$ cat config.mk
export PLATFORM = sky130hd
export DESIGN_NAME = hostbus_port
export DESIGN_NICKNAME = d
export VERILOG_FILES = /design/src/rtl/hostbus_pkg.sv /design/src/rtl/hb_sync.sv /design/src/rtl/hb_addr_cap.sv /design/src/rtl/hb_seq.sv /design/src/rtl/hostbus_port.sv
export SDC_FILE = /design/constraint.sdc
export NUM_CORES = 1
export LEC_CHECK = 0
export BUFFER_PORTS_ARGS = -buffer_cell sky130_fd_sc_hd__buf_2
export CORE_UTILIZATION = 30
export CTS_CLUSTER_SIZE = 8
export DETAILED_ROUTE_END_ITERATION = 10
export PLACE_DENSITY = 0.47
export SLEW_MARGIN = 20
export SYNTH_ARGS = -nofsm -noshare
export SYNTH_HDL_FRONTEND = slang
export SYNTH_HIERARCHICAL = 1
export SYNTH_SLANG_ARGS = --single-unit
$ cat constraint.sdc
create_clock -name clk -period 2.7 [get_ports clk]
set_input_delay 0.27 -clock clk [delete_from_list [all_inputs] [get_ports clk]]
set_output_delay 0.27 -clock clk [all_outputs]
set_load 0.01 [all_outputs]
$ cat src/rtl/hostbus_pkg.sv
package hostbus_pkg;

  typedef enum logic [1:0] {
    ST_IDLE = 2'd0,
    ST_WAIT = 2'd1,
    ST_DO   = 2'd2,
    ST_ACK  = 2'd3
  } hb_state_e;

  // Read request in either control style (all inputs already synchronized)
  function automatic logic f_rd_req(input logic latch_style, input logic cs_n,
                                    input logic ds_n, input logic rw, input logic rd_n);
    if (latch_style) return !cs_n && !rd_n;
    else             return !cs_n && !ds_n && rw;
  endfunction

  // Write request in either control style
  function automatic logic f_wr_req(input logic latch_style, input logic cs_n,
                                    input logic ds_n, input logic rw, input logic wr_n);
    if (latch_style) return !cs_n && !wr_n;
    else             return !cs_n && !ds_n && !rw;
  endfunction

endpackage

$ cat src/rtl/hb_sync.sv
module hb_sync #(
  parameter int             W       = 1,
  parameter int             STAGES  = 2,
  parameter logic [W-1:0]   RST_VAL = '0
) (
  input  logic         clk,
  input  logic         rst_n,
  input  logic [W-1:0] d,
  output logic [W-1:0] q
);
  logic [W-1:0] stg [STAGES];

  always_ff @(posedge clk or negedge rst_n) begin
    if (!rst_n) begin
      for (int i = 0; i < STAGES; i++) stg[i] <= RST_VAL;
    end else begin
      stg[0] <= d;
      for (int i = 1; i < STAGES; i++) stg[i] <= stg[i-1];
    end
  end

  assign q = stg[STAGES-1];
endmodule

$ cat src/rtl/hb_addr_cap.sv
module hb_addr_cap #(
  parameter int AW = 4,
  parameter int DW = 8,
  localparam int IDW = DW - AW
) (
  input  logic           clk,
  input  logic           rst_n,
  input  logic           strobe_s,
  input  logic [DW-1:0]  ad_i,
  input  logic [IDW-1:0] dev_id,
  output logic [AW-1:0]  mux_addr,
  output logic           mux_hit
);
  logic strobe_prev;
  logic strobe_fall;

  assign strobe_fall = strobe_prev && !strobe_s;

  always_ff @(posedge clk or negedge rst_n) begin
    if (!rst_n) begin
      strobe_prev <= 1'b0;
      mux_addr    <= '0;
      mux_hit     <= 1'b0;
    end else begin
      strobe_prev <= strobe_s;
      if (strobe_fall) begin
        mux_addr <= ad_i[AW-1:0];
        mux_hit  <= (ad_i[DW-1:AW] == dev_id);
      end
    end
  end
endmodule

$ cat src/rtl/hb_seq.sv
module hb_seq
  import hostbus_pkg::*;
#(
  parameter int            AW         = 4,
  parameter int            DW         = 8,
  parameter int            CW         = 2,
  parameter int            LOCAL_ADDR = 4,
  parameter logic [DW-1:0] REG4_RST   = '0,
  localparam int IDW = DW - AW
) (
  input  logic           clk,
  input  logic           rst_n,
  input  logic           rd_req,
  input  logic           wr_req,
  input  logic           sel,
  input  logic [AW-1:0]  addr,
  input  logic [DW-1:0]  wdata_in,
  input  logic [DW-1:0]  ext_rdata,
  output logic           reg_rd,
  output logic           reg_wr,
  output logic [AW-1:0]  reg_addr,
  output logic [DW-1:0]  reg_wdata,
  output logic [DW-1:0]  rd_q,
  output logic           busy,
  output logic           acked,
  output logic           rd_phase,
  output logic           local_evt,
  output logic [IDW-1:0] dev_id
);
  localparam logic [AW-1:0] LOC = AW'(LOCAL_ADDR);

  hb_state_e     state;
  logic [CW-1:0] cnt;
  logic [AW-1:0] addr_q;
  logic [DW-1:0] wdata_q;
  logic          is_rd_q;
  logic [DW-1:0] reg4;
  logic [CW-1:0] wait_cnt;
  logic          access;
  logic          is_local;

  assign access   = rd_req || wr_req;
  assign dev_id   = reg4[IDW-1:0];
  assign wait_cnt = reg4[IDW +: CW];
  assign is_local = (addr_q == LOC);

  always_ff @(posedge clk or negedge rst_n) begin
    if (!rst_n) begin
      state   <= ST_IDLE;
      cnt     <= '0;
      addr_q  <= '0;
      wdata_q <= '0;
      is_rd_q <= 1'b0;
      rd_q    <= '0;
      reg4    <= REG4_RST;
    end else begin
      unique case (state)
        ST_IDLE: begin
          if (access && sel) begin
            addr_q  <= addr;
            wdata_q <= wdata_in;
            is_rd_q <= rd_req;
            cnt     <= wait_cnt;
            state   <= (wait_cnt == '0) ? ST_DO : ST_WAIT;
          end
        end
        ST_WAIT: begin
          if (cnt == CW'(1)) state <= ST_DO;
          cnt <= cnt - 1'b1;
        end
        ST_DO: begin
          if (is_rd_q) rd_q <= is_local ? reg4 : ext_rdata;
          else if (is_local) reg4 <= wdata_q;
          state <= ST_ACK;
        end
        ST_ACK: begin
          if (!access) state <= ST_IDLE;
        end
        default: state <= ST_IDLE;
      endcase
    end
  end

  assign reg_rd    = (state == ST_DO) && is_rd_q && !is_local;
  assign reg_wr    = (state == ST_DO) && !is_rd_q && !is_local;
  assign local_evt = (state == ST_DO) && is_local;
  assign busy      = (state == ST_WAIT) || (state == ST_DO);
  assign acked     = (state == ST_ACK);
  assign rd_phase  = (state == ST_ACK) && is_rd_q;
  assign reg_addr  = addr_q;
  assign reg_wdata = wdata_q;
endmodule

$ cat src/rtl/hostbus_port.sv
module hostbus_port
  import hostbus_pkg::*;
#(
  parameter int            AW          = 4,
  parameter int            DW          = 8,
  parameter int            CW          = 2,
  parameter int            SYNC_STAGES = 2,
  parameter int            LOCAL_ADDR  = 4,
  parameter logic [DW-1:0] REG4_RST    = '0
) (
  input  logic          clk,
  input  logic          rst_n,
  input  logic          cfg_latch_style,
  input  logic          cfg_muxed,
  input  logic          cs_n,
  input  logic          addr_strobe,
  input  logic          ds_n,
  input  logic          rw,
  input  logic          rd_n,
  input  logic          wr_n,
  input  logic [AW-1:0] addr_i,
  input  logic [DW-1:0] ad_i,
  output logic [DW-1:0] ad_o,
  output logic          ad_oe,
  output logic          dtack_n,
  output logic          rdy,
  output logic          reg_rd,
  output logic          reg_wr,
  output logic [AW-1:0] reg_addr,
  output logic [DW-1:0] reg_wdata,
  input  logic [DW-1:0] reg_rdata
);
  localparam int IDW = DW - AW;
  localparam int NSYNC = 6;

  logic [NSYNC-1:0] ctl_raw, ctl_s;
  logic cs_s, as_s, ds_s, rw_s, rd_s, wr_s;
  logic rd_req, wr_req;
  logic [AW-1:0]  mux_addr, addr_src;
  logic           mux_hit, dev_sel;
  logic [IDW-1:0] dev_id;
  logic [DW-1:0]  rd_q;
  logic busy, acked, rd_phase, local_evt;
  logic strobe_evt;

  assign ctl_raw = {addr_strobe, rw, rd_n, wr_n, ds_n, cs_n};

  hb_sync #(.W(NSYNC), .STAGES(SYNC_STAGES), .RST_VAL(6'b011111)) u_sync (
    .clk(clk), .rst_n(rst_n), .d(ctl_raw), .q(ctl_s)
  );

  assign {as_s, rw_s, rd_s, wr_s, ds_s, cs_s} = ctl_s;

  assign rd_req = f_rd_req(cfg_latch_style, cs_s, ds_s, rw_s, rd_s);
  assign wr_req = f_wr_req(cfg_latch_style, cs_s, ds_s, rw_s, wr_s);

  hb_addr_cap #(.AW(AW), .DW(DW)) u_cap (
    .clk(clk), .rst_n(rst_n), .strobe_s(as_s), .ad_i(ad_i),
    .dev_id(dev_id), .mux_addr(mux_addr), .mux_hit(mux_hit)
  );

  assign addr_src = cfg_muxed ? mux_addr : addr_i;
  assign dev_sel  = cfg_muxed ? mux_hit  : 1'b1;

  hb_seq #(.AW(AW), .DW(DW), .CW(CW), .LOCAL_ADDR(LOCAL_ADDR), .REG4_RST(REG4_RST)) u_seq (
    .clk(clk), .rst_n(rst_n), .rd_req(rd_req), .wr_req(wr_req), .sel(dev_sel),
    .addr(addr_src), .wdata_in(ad_i), .ext_rdata(reg_rdata),
    .reg_rd(reg_rd), .reg_wr(reg_wr), .reg_addr(reg_addr), .reg_wdata(reg_wdata),
    .rd_q(rd_q), .busy(busy), .acked(acked), .rd_phase(rd_phase),
    .local_evt(local_evt), .dev_id(dev_id)
  );

  assign strobe_evt = reg_rd || reg_wr || local_evt;

  assign dtack_n = cfg_latch_style ? 1'b1 : !acked;
  assign rdy     = cfg_latch_style ? !busy : 1'b1;
  assign ad_o    = rd_q;
  assign ad_oe   = rd_phase;
endmodule

==> results of run 1 <==
metal layers:
| layer | vias to the layer above | global-route usage (%) |
|---|---|---|
| li1 | 709 | - |
| met1 | 715 | 16.6 |
| met2 | 27 | 19.2 |
| met3 | 6 | 3.51 |
| met4 | 0 | 4.76 |
| met5 | - | 0 |
worst max-delay path, stage by stage, from the launching register on:
cell	delay [ns]
dfstp_2	0.53
or4b_1	0.41
o21ai_0	0.24
o21ai_0	0.32
a221oi_1	0.40
a2bb2oi_1	0.17
cells in the final DEF, fill, tap and decap left out, types with 2 or more instances in the layout:
| cell | n |
|---|---|
| and2_1 | 2 |
| mux2_2 | 30 |
| inv_1 | 5 |
| clkbuf_8 | 6 |
| nor2b_1 | 2 |
| o21ai_0 | 4 |
| xor2_1 | 5 |
| ha_1 | 5 |
| a21oi_1 | 11 |
| dfrtp_1 | 41 |
| nor3_1 | 2 |
| dfstp_2 | 10 |
| mux2i_1 | 8 |
| o22ai_1 | 2 |
| buf_2 | 54 |
| o2111ai_1 | 2 |
| nor2_1 | 10 |
| buf_4 | 4 |
| nand2_1 | 3 |
| nand2b_1 | 2 |
| or2_2 | 2 |
area by class of cell:
class	count	area share, %
clock buffers	7	3.94
multi-input cells	104	32.4
inverters	5	0.687
flip-flops and latches	51	47.2
repair buffers	58	11.0
clock inverters	1	0.183
well taps	99	4.54
sequential cells by signal, summed over array words and instances (netlist names):
register           count
u_seq/rd_q             8
u_seq/reg4             8
u_seq/reg_wdata        8
u_sync/q               6
u_sync/stg             6
u_cap/mux_addr         4
u_seq/reg_addr         4
u_seq/cnt              2
u_seq/state            2
u_cap/mux_hit          1
u_cap/strobe_prev      1
u_seq/is_rd_q          1
power by group through the flow:
stage	registers, mW	logic, mW	clock network [mW]
finish	1.22	0.980	0.504
global route	1.27	1.10	0.561
CTS	1.23	0.995	0.535
detailed placement	1.25	0.991	0
global placement	1.25	0.988	0
floorplan	1.26	0.667	0
worst min-delay path by stage:
stage	slack, ns	cells after the start	from	endpoint
finish	0.06	1	ds_n	u_sync/stg[7]
global route	0.04	1	cs_n	u_sync/stg[6]
CTS	0.04	1	wr_n	u_sync/stg[8]
detailed placement	0.33	0	u_sync/stg[11]	u_sync/q[5]
global placement	0.33	0	u_sync/stg[11]	u_sync/q[5]
floorplan	-0.03	0	rst_n	u_cap/mux_addr[0]
through the flow:
stage	power, mW	hold slack [ns]	instance area (µm²)
floorplan	1.92	-0.0256	2300
global placement	2.24	0.334	2620
detailed placement	2.24	0.335	2620
CTS	2.76	0.0423	2730
global route	2.93	0.0367	2730
finish	2.71	0.0570	2730
==> flow_metrics.tcl, run 1 <==
set metrics [dict create \
    outcome "finished clean" \
    cts_setup_buffers 0 \
    syn_nets 210 \
    cts_resized 0 \
    dp_slack_ns 0.517 \
    critPathKind "flip-flop to flip-flop" \
    slew_headroom_pct 32.9 \
    r2r_slack_ns 0.56 \
    fp-row-count 31 \
    p_leak_nw 1.27 \
    vias_per_cell 4.48 \
    antenna_cells 0 \
    utilization_pct 37.2 \
    clk_path_buf_depth 2 \
    setup_violations 0 \
    report.final.slew_viol_count 0 \
    regArea_um2 1290 \
    grt_max_degree 44 \
    period_needed_ns 2.14 \
    drv_cap 0 \
    port_buffers 54 \
    reg2reg_depth 5 \
    synthCells 175 \
    initial_core_util_pct 31.3 \
    numCtsBuffers 5 \
    max_slew.worst_pin.slew_ns 1.01 \
    period_share_pct 79.3 \
    routed-via-count 1457 \
    num-fill-cells 728 \
    crit_start "u_sync/q[4]" \
    avgSynthCellArea_um2 13.1 \
    vdd_drop_max_v 0.000473 \
    finalNonFillerCells 325 \
    fp.dieArea_um2 8010 \
    multi_input_area_um2 886 \
    crit_end "u_seq/state[1]" \
    coreArea_um2 7330 \
    hold_class "input pin to flip-flop" \
    critPathArrivalTime_ns 2.37 \
    wl_met3_um 221 \
    dr.max_layer_used "met4" \
    holdBufCountCts 0 \
    cts_htree_levels 2 \
    antenna_found_initial 0 \
    final_layout_size_suffix_gt1_share_pct 49.6 \
    max_freq_ghz 0.467 \
    gr-total-overflow 0 \
    tns_ns 0 \
    wl_met1_um 2010 \
    synth_area_um2 2300 \
    dr.pass1.iters 3 \
    powerDensity_nw_per_um2 992 \
    pwr-share-seq_pct 45.2 \
    pwr-share-clk_pct 18.6 \
    wl_met2_um 2110 \
    dieHeight_um 89.5 \
    p_sw_uw 915 \
    cp-end-kind "flip-flop" \
    r2r-end "u_seq/state[1]" \
    path_max_fanout 6 \
    dpl.hpwl_um 3250 \
    cts_tree "done" \
    routedWlPerCell_um 13.5 \
    swShare_pct 33.8 \
    finalHoldViolations 0 \
    syn_to_final_growth_pct 18.8 \
    finClkSkew_ns 0.00283 \
    dieWidth_um 89.5 \
    cp-start-kind "flip-flop" \
    grt.total_usage_pct 12.4 \
    dp_cells 317 \
    final_nets 260 \
    r2r-start "u_sync/q[4]" \
    internal-power_mw 1.79 \
    place_congestion 0.731 \
    cts-root-buf "clkbuf_8" \
    grt_pass1_wl_um 7350 \
    combPwrFrac_pct 36.2 \
    num_io_pins 55 \
    antenna_left 0 \
    insertion_delay_ns 0.30 \
    cts_sinks 51 \
    drt_iter0_markers 38 \
    yosysWarnings 6 \
    critPathRequiredTime_ns 2.93 \
    wl_um 4400 \
    grt_pass1_vias 1396 \
    drc_errors 0 \
    setup_ws_ns 0.559 \
    path_clk_slew_ns 0.09 \
    rsz0062_at_grt "false" \
]
Power figures use the tool's default switching activity.
==> inputs of run 2 (changes only) <==
Settings changed: PLACE_DENSITY 0.47 to 0.49.
Clock period 2.7 ns to 1.8 ns, I/O delays scaled along.
==> run 2 against run 1 <==
Net effect: the run now ends with setup timing left; die area is the same; maximum frequency grew 18%; count of clock-buffer cells in the layout is the same; first-iteration DRC count grew 34%; critical path type unchanged; critical endpoint is now u_seq/reg_wdata[5]; largest cell class unchanged.
==> flow_metrics.tcl, run 2 (synthesis gave the netlist of run 1 again) <==
set metrics [dict create \
    dp_cells 322 \
    drv_cap 0 \
    cp_top_family "flip-flops" \
    outcome "complete, but fails checks" \
    critPathArrivalTime_ns 2.01 \
    report.final.slew_viol_count 0 \
    dr.pass1.iters 4 \
    fin_hold_ws_ns 0.121 \
    utilization_pct 40.7 \
    cp.buffers_inverters 1 \
    layout.cells.most_common "buf_2" \
    finalNonFillerCells 341 \
    tns_ns -0.0515 \
    r2r_slack_ns -0.01 \
    grt_pass1_wl_um 8100 \
    drc_errors 0 \
    finClkSkew_ns 0.00797 \
    r2r-start "u_sync/q[4]" \
    hold_class "input pin to flip-flop" \
    antenna_left 0 \
    grt.total_usage_pct 13.9 \
    gr-total-overflow 0 \
    reg2reg_depth 5 \
    routed-via-count 1566 \
    fp-row-count 31 \
    coreArea_um2 7330 \
    cp_slowest_stage_delay_ns 0.53 \
    cp-start-kind "flip-flop" \
    syn_to_final_growth_pct 29.8 \
    cts-root-buf "clkbuf_8" \
    powerDensity_nw_per_um2 1430 \
    cp-end-kind "flip-flop" \
    cts_htree_levels 2 \
    dieWidth_um 89.5 \
    wl_um 5060 \
    drt_iter0_markers 51 \
    critPathKind "flip-flop to flip-flop" \
    crit_end "u_seq/reg_wdata[5]" \
    finalHoldViolations 0 \
    final_layout_size_suffix_gt1_share_pct 54.1 \
    dieHeight_um 89.5 \
    fp.dieArea_um2 8010 \
    rsz0062_at_grt "true" \
    cts_sinks 51 \
    crit_start "u_sync/q[4]" \
    period_share_pct 101 \
    insertion_delay_ns 0.31 \
    r2r-end "u_seq/reg_wdata[5]" \
    grt_max_degree 27 \
    path_clk_slew_ns 0.09 \
    routedWlPerCell_um 14.8 \
    place_congestion 0.744 \
    slew_headroom_pct 73.6 \
    vias_per_cell 4.59 \
    initial_core_util_pct 31.3 \
    crit_cells 5 \
    period_needed_ns 1.81 \
    p_leak_nw 1.37 \
    grt_pass1_vias 1538 \
    num_io_pins 55 \
    final_cell_mix "buf_2 (54), dfrtp_1 (41), mux2_2 (30), a21oi_1 (11)" \
    dpl.hpwl_um 3640 \
    path_max_fanout 6 \
    setup_ws_ns -0.0135 \
    clk_path_buf_depth 2 \
    max_slew.worst_pin.slew_ns 0.395 \
    critPathRequiredTime_ns 1.99 \
    final_nets 276 \
    cts_tree "done" \
    vdd_drop_max_v 0.000495 \
    antenna_found_initial 0 \
    max_freq_ghz 0.551 \
    port_buffers 54 \
    crit_chain "or4b_4 > o21ai_4 > o211ai_4 > clkbuf_16 > mux2_2" \
    timing.critical_path.slowest_stage_cell "dfstp_2" \
    setup_violations 6 \
    numCtsBuffers 5 \
    violations "setup timing" \
    antenna_cells 0 \
]
-- run 2: how the worst min path moves through the flow --
stage            start            endpoint  slack [ns]  cells after the start
2_1_floorplan    rst_n   u_cap/mux_addr[0]       -0.12                      0
3_3_place_gp     rst_n   u_cap/mux_addr[0]        0.08                      1
3_5_place_dp     rst_n      u_seq/state[1]        0.09                      1
4_1_cts        ad_i[1]  u_seq/reg_wdata[1]        0.12                      2
5_1_grt        ad_i[1]   u_cap/mux_addr[1]        0.11                      2
6_report       ad_i[1]  u_seq/reg_wdata[1]        0.12                      2
-- run 2: stage by stage --
step | power, mW | instance area [µm²] | worst slack [ns]
6_report | 4.25 | 2980 | -0.0135
3_3_place_gp | 3.42 | 2690 | 0.00510
3_5_place_dp | 3.44 | 2690 | -0.0224
5_1_grt | 4.60 | 2980 | -0.0662
2_1_floorplan | 2.90 | 2320 | -0.0818
4_1_cts | 4.18 | 2910 | -0.0234
-- run 2: routing by layer --
| metal | vias up | part of all wire (%) | track usage [%] |
|---|---|---|---|
| li1 | 740 | - | - |
| met1 | 782 | 48 | 19.8 |
| met2 | 37 | 47 | 20.5 |
| met3 | 7 | 3.7 | 3.42 |
| met4 | 0 | 1.4 | 5.19 |
| met5 | - | 0 | 0 |
-- run 2: what timing repair did --
item | in CTS | in global routing
setup buffers | 1 | 2
resized for setup | 5 | 11
pin swaps | 2 | 2
endpoints found under the setup margin | 16 | 19
gates cloned | 1 | 0
hold buffers | 7 | 0
endpoints found under the hold margin | 15 | 0
-- run 2: final cells by class --
type                    instances  area (µm²)
flip-flops and latches         51        1290
multi-input cells             104         975
inverters                       5        18.8
fillers                       699        4350
well taps                      99         124
clock buffers                   7        86.3
repair buffers                 74         484
clock inverters                 1        5.00
-- run 2: where the power goes --
group,internal (mW),switching [mW],total (mW)
combinational,0.898,0.817,1.71
clock,0.311,0.372,0.683
sequential,1.54,0.318,1.86
==> inputs of run 3 (changes only) <==
Settings changed: ABC_AREA set to 1, CTS_CLUSTER_SIZE 8 to not set, PLACE_DENSITY 0.49 to 0.48, REMOVE_ABC_BUFFERS set to 1.
==> run 3 against run 2 <==
Net effect: the run now ends clean; clock skew grew 0.0041 ns; global-route usage shrank 0.63 points; via count grew 26%; critical endpoint is now reg_wr; largest cell class unchanged; worst hold slack lost 0.023 ns; critical path type is now flip-flop to output pin; count of clock-buffer cells in the layout shrank 1; utilization shrank 3.8 points; combinational power shrank 11%.
==> flow_metrics.tcl, run 3 <==
set metrics [dict create \
    outcome "finished clean" \
    dieWidth_um 93.7 \
    port_buffers 54 \
    synth_seq_cells 51 \
    max_slew.worst_pin.slew_ns 0.513 \
    cts_sinks 51 \
    path_clk_slew_ns 0.10 \
    r2r_slack_ns 0.18 \
    report.final.slew_viol_count 0 \
    slew_headroom_pct 65.8 \
    drv_cap 0 \
    place_congestion 0.772 \
    rsz0062_at_grt "false" \
    utilization_pct 36.9 \
    grt_pass1_wl_um 8980 \
    drt_iter0_markers 67 \
    fp.dieArea_um2 8770 \
    p_leak_nw 1.66 \
    synthTopCellsByCount "nand2_1 (110), inv_1 (52), dfrtp_1 (41), nand3_1 (22), nor2_1 (17)" \
    routedWlPerCell_um 11.3 \
    gr-total-overflow 0 \
    clk_path_buf_depth 2 \
    grt.total_usage_pct 13.3 \
    cp-start-kind "flip-flop" \
    grt_pass1_vias 1923 \
    antenna_cells 0 \
    setup_violations 0 \
    yosysMostFrequentCell "nand2_1" \
    synth_edf_count 0 \
    insertion_delay_ns 0.31 \
    synth_area_um2 2520 \
    final_layout_size_suffix_gt1_share_pct 26.5 \
    num_io_pins 55 \
    cts_setup_buffers 0 \
    place_area_um2 2840 \
    drc_errors 0 \
    critPathKind "flip-flop to output pin" \
    routed-via-count 1968 \
    initial_core_util_pct 30.8 \
    hold_end "u_cap/mux_addr[1]" \
    fin_area_um2 3020 \
    ys.flop_type "dfrtp_1" \
    critPathRequiredTime_ns 1.62 \
    cts_tree "done" \
    max_freq_ghz 0.598 \
    antenna_left 0 \
    ys_types 24 \
    ys_seq_area_share_pct 51.1 \
    reg2reg_depth 10 \
    cp-end-kind "output pin" \
    critPathArrivalTime_ns 1.49 \
    vdd_drop_max_v 0.000421 \
    coreArea_um2 8180 \
    yosys-top-cells-area "dfrtp_1 (41%), nand2_1 (16%), dfstp_2 (10%), inv_1 (7.7%), nand3_1 (4.4%)" \
    hold_class "input pin to flip-flop" \
    syn_to_final_growth_pct 19.7 \
    numCtsBuffers 5 \
    fp-row-count 33 \
    antenna_found_initial 0 \
    period_share_pct 92.9 \
    wl_um 5320 \
    synthCells 308 \
    powerDensity_nw_per_um2 1320 \
    final_cell_mix "nand2_1 (110), buf_2 (54), inv_1 (51), dfrtp_1 (41), nand3_1 (22)" \
    dr.pass1.iters 4 \
    final_nets 400 \
    grt_max_degree 31 \
    yosysWarnings 6 \
    path_max_fanout 4 \
    layout.cells.most_common "nand2_1" \
    dpl.hpwl_um 3890 \
    period_needed_ns 1.67 \
    vias_per_cell 4.18 \
    cts_htree_levels 2 \
    yosys.area.top_type "dfrtp_1" \
    r2r-end "u_seq/cnt[0]" \
    finalHoldViolations 0 \
    whs_path_depth 3 \
    asyncSetResetFlopFracSynth_pct 100 \
    worstHoldStart "ad_i[1]" \
    dieHeight_um 93.7 \
    synth_top_area_share_pct 40.7 \
    finClkSkew_ns 0.0121 \
    r2r-start "u_sync/q[0]" \
    cts-root-buf "clkbuf_8" \
    avgSynthCellArea_um2 8.18 \
    tns_ns 0 \
]
[run 3: cell families after synthesis]
kind of cell / after synthesis / share of synthesized area, %
XOR/XNOR: 1 / 0.348
AND/OR/NAND/NOR: 160 / 27.2
buffers and inverters: 68 / 12.6
flip-flops: 51 / 51.1
AO/OA/AOI/OAI: 23 / 6.26
adder cells (fa/ha/maj): 5 / 2.48
[run 3: metrics by stage]
| step | power (mW) | worst slack [ns] | instances | hold slack [ns] |
|---|---|---|---|---|
| finish | 3.97 | 0.127 | 471 | 0.0977 |
| global route | 4.33 | 0.0352 | 471 | 0.102 |
| CTS | 4.02 | 0.0265 | 471 | 0.0839 |
| detailed placement | 3.30 | 0.124 | 456 | 0.184 |
| global placement | 3.29 | 0.181 | 456 | 0.185 |
| floorplan | 2.71 | 0.147 | 294 | -0.116 |
[run 3: final cells by class]
| cell class | count | area [µm²] |
|---|---|---|
| clock inverter | 2 | 15.0 |
| tap | 105 | 131 |
| sequential | 51 | 1290 |
| timing repair buffer | 64 | 379 |
| clock buffer | 6 | 72.6 |
| fill | 898 | 5160 |
| multi-input combinational | 189 | 927 |
| inverter | 54 | 203 |
[run 3: power breakdown]
| group | switching [mW] | leakage, nW | internal (mW) |
|---|---|---|---|
| Sequential | 0.275 | 0.616 | 1.50 |
| Combinational | 0.907 | 0.997 | 0.611 |
| Clock | 0.397 | 0.0461 | 0.282 |
| Total | 1.58 | 1.66 | 2.39 |
[run 3: how the worst max path moves through the flow]
| stage | startpoint | to | slack, ns | cells past startpoint |
|---|---|---|---|---|
| floorplan | u_sync/q[4] | u_seq/cnt[0] | 0.15 | 10 |
| global placement | u_sync/q[0] | u_seq/cnt[0] | 0.18 | 10 |
| detailed placement | u_sync/q[0] | u_seq/cnt[0] | 0.12 | 10 |
| CTS | u_seq/state[0] | reg_wr | 0.03 | 5 |
| global route | u_sync/q[0] | u_seq/cnt[0] | 0.04 | 10 |
| finish | u_seq/state[0] | reg_wr | 0.13 | 5 |
[run 3: worst max-delay path, cell delays in order, from the launching register on]
cell and delay, ns:
dfrtp_1 0.43, inv_2 0.10, ha_4 0.16, inv_1 0.10, nor3_1 0.23, buf_2 0.17
[run 3: metal layers]
layer | part of all wire [%] | wire [µm] | global-route usage, % | vias to the layer above
met5 | 0 | 0 | 0 | -
li1 | - | - | - | 1027
met1 | 48 | 2550 | 17.3 | 902
met3 | 3.4 | 180 | 2.67 | 4
met4 | 1.1 | 59 | 3.85 | 0
met2 | 48 | 2540 | 22.4 | 35
[run 3: repair_timing]
item | CTS | global route
pin swaps | 0 | 0
hold buffers | 7 | 0
cloned | 0 | 0
resized for setup | 1 | 3
hold endpoints to repair | 18 | 0
endpoints found under the setup margin | 1 | 4
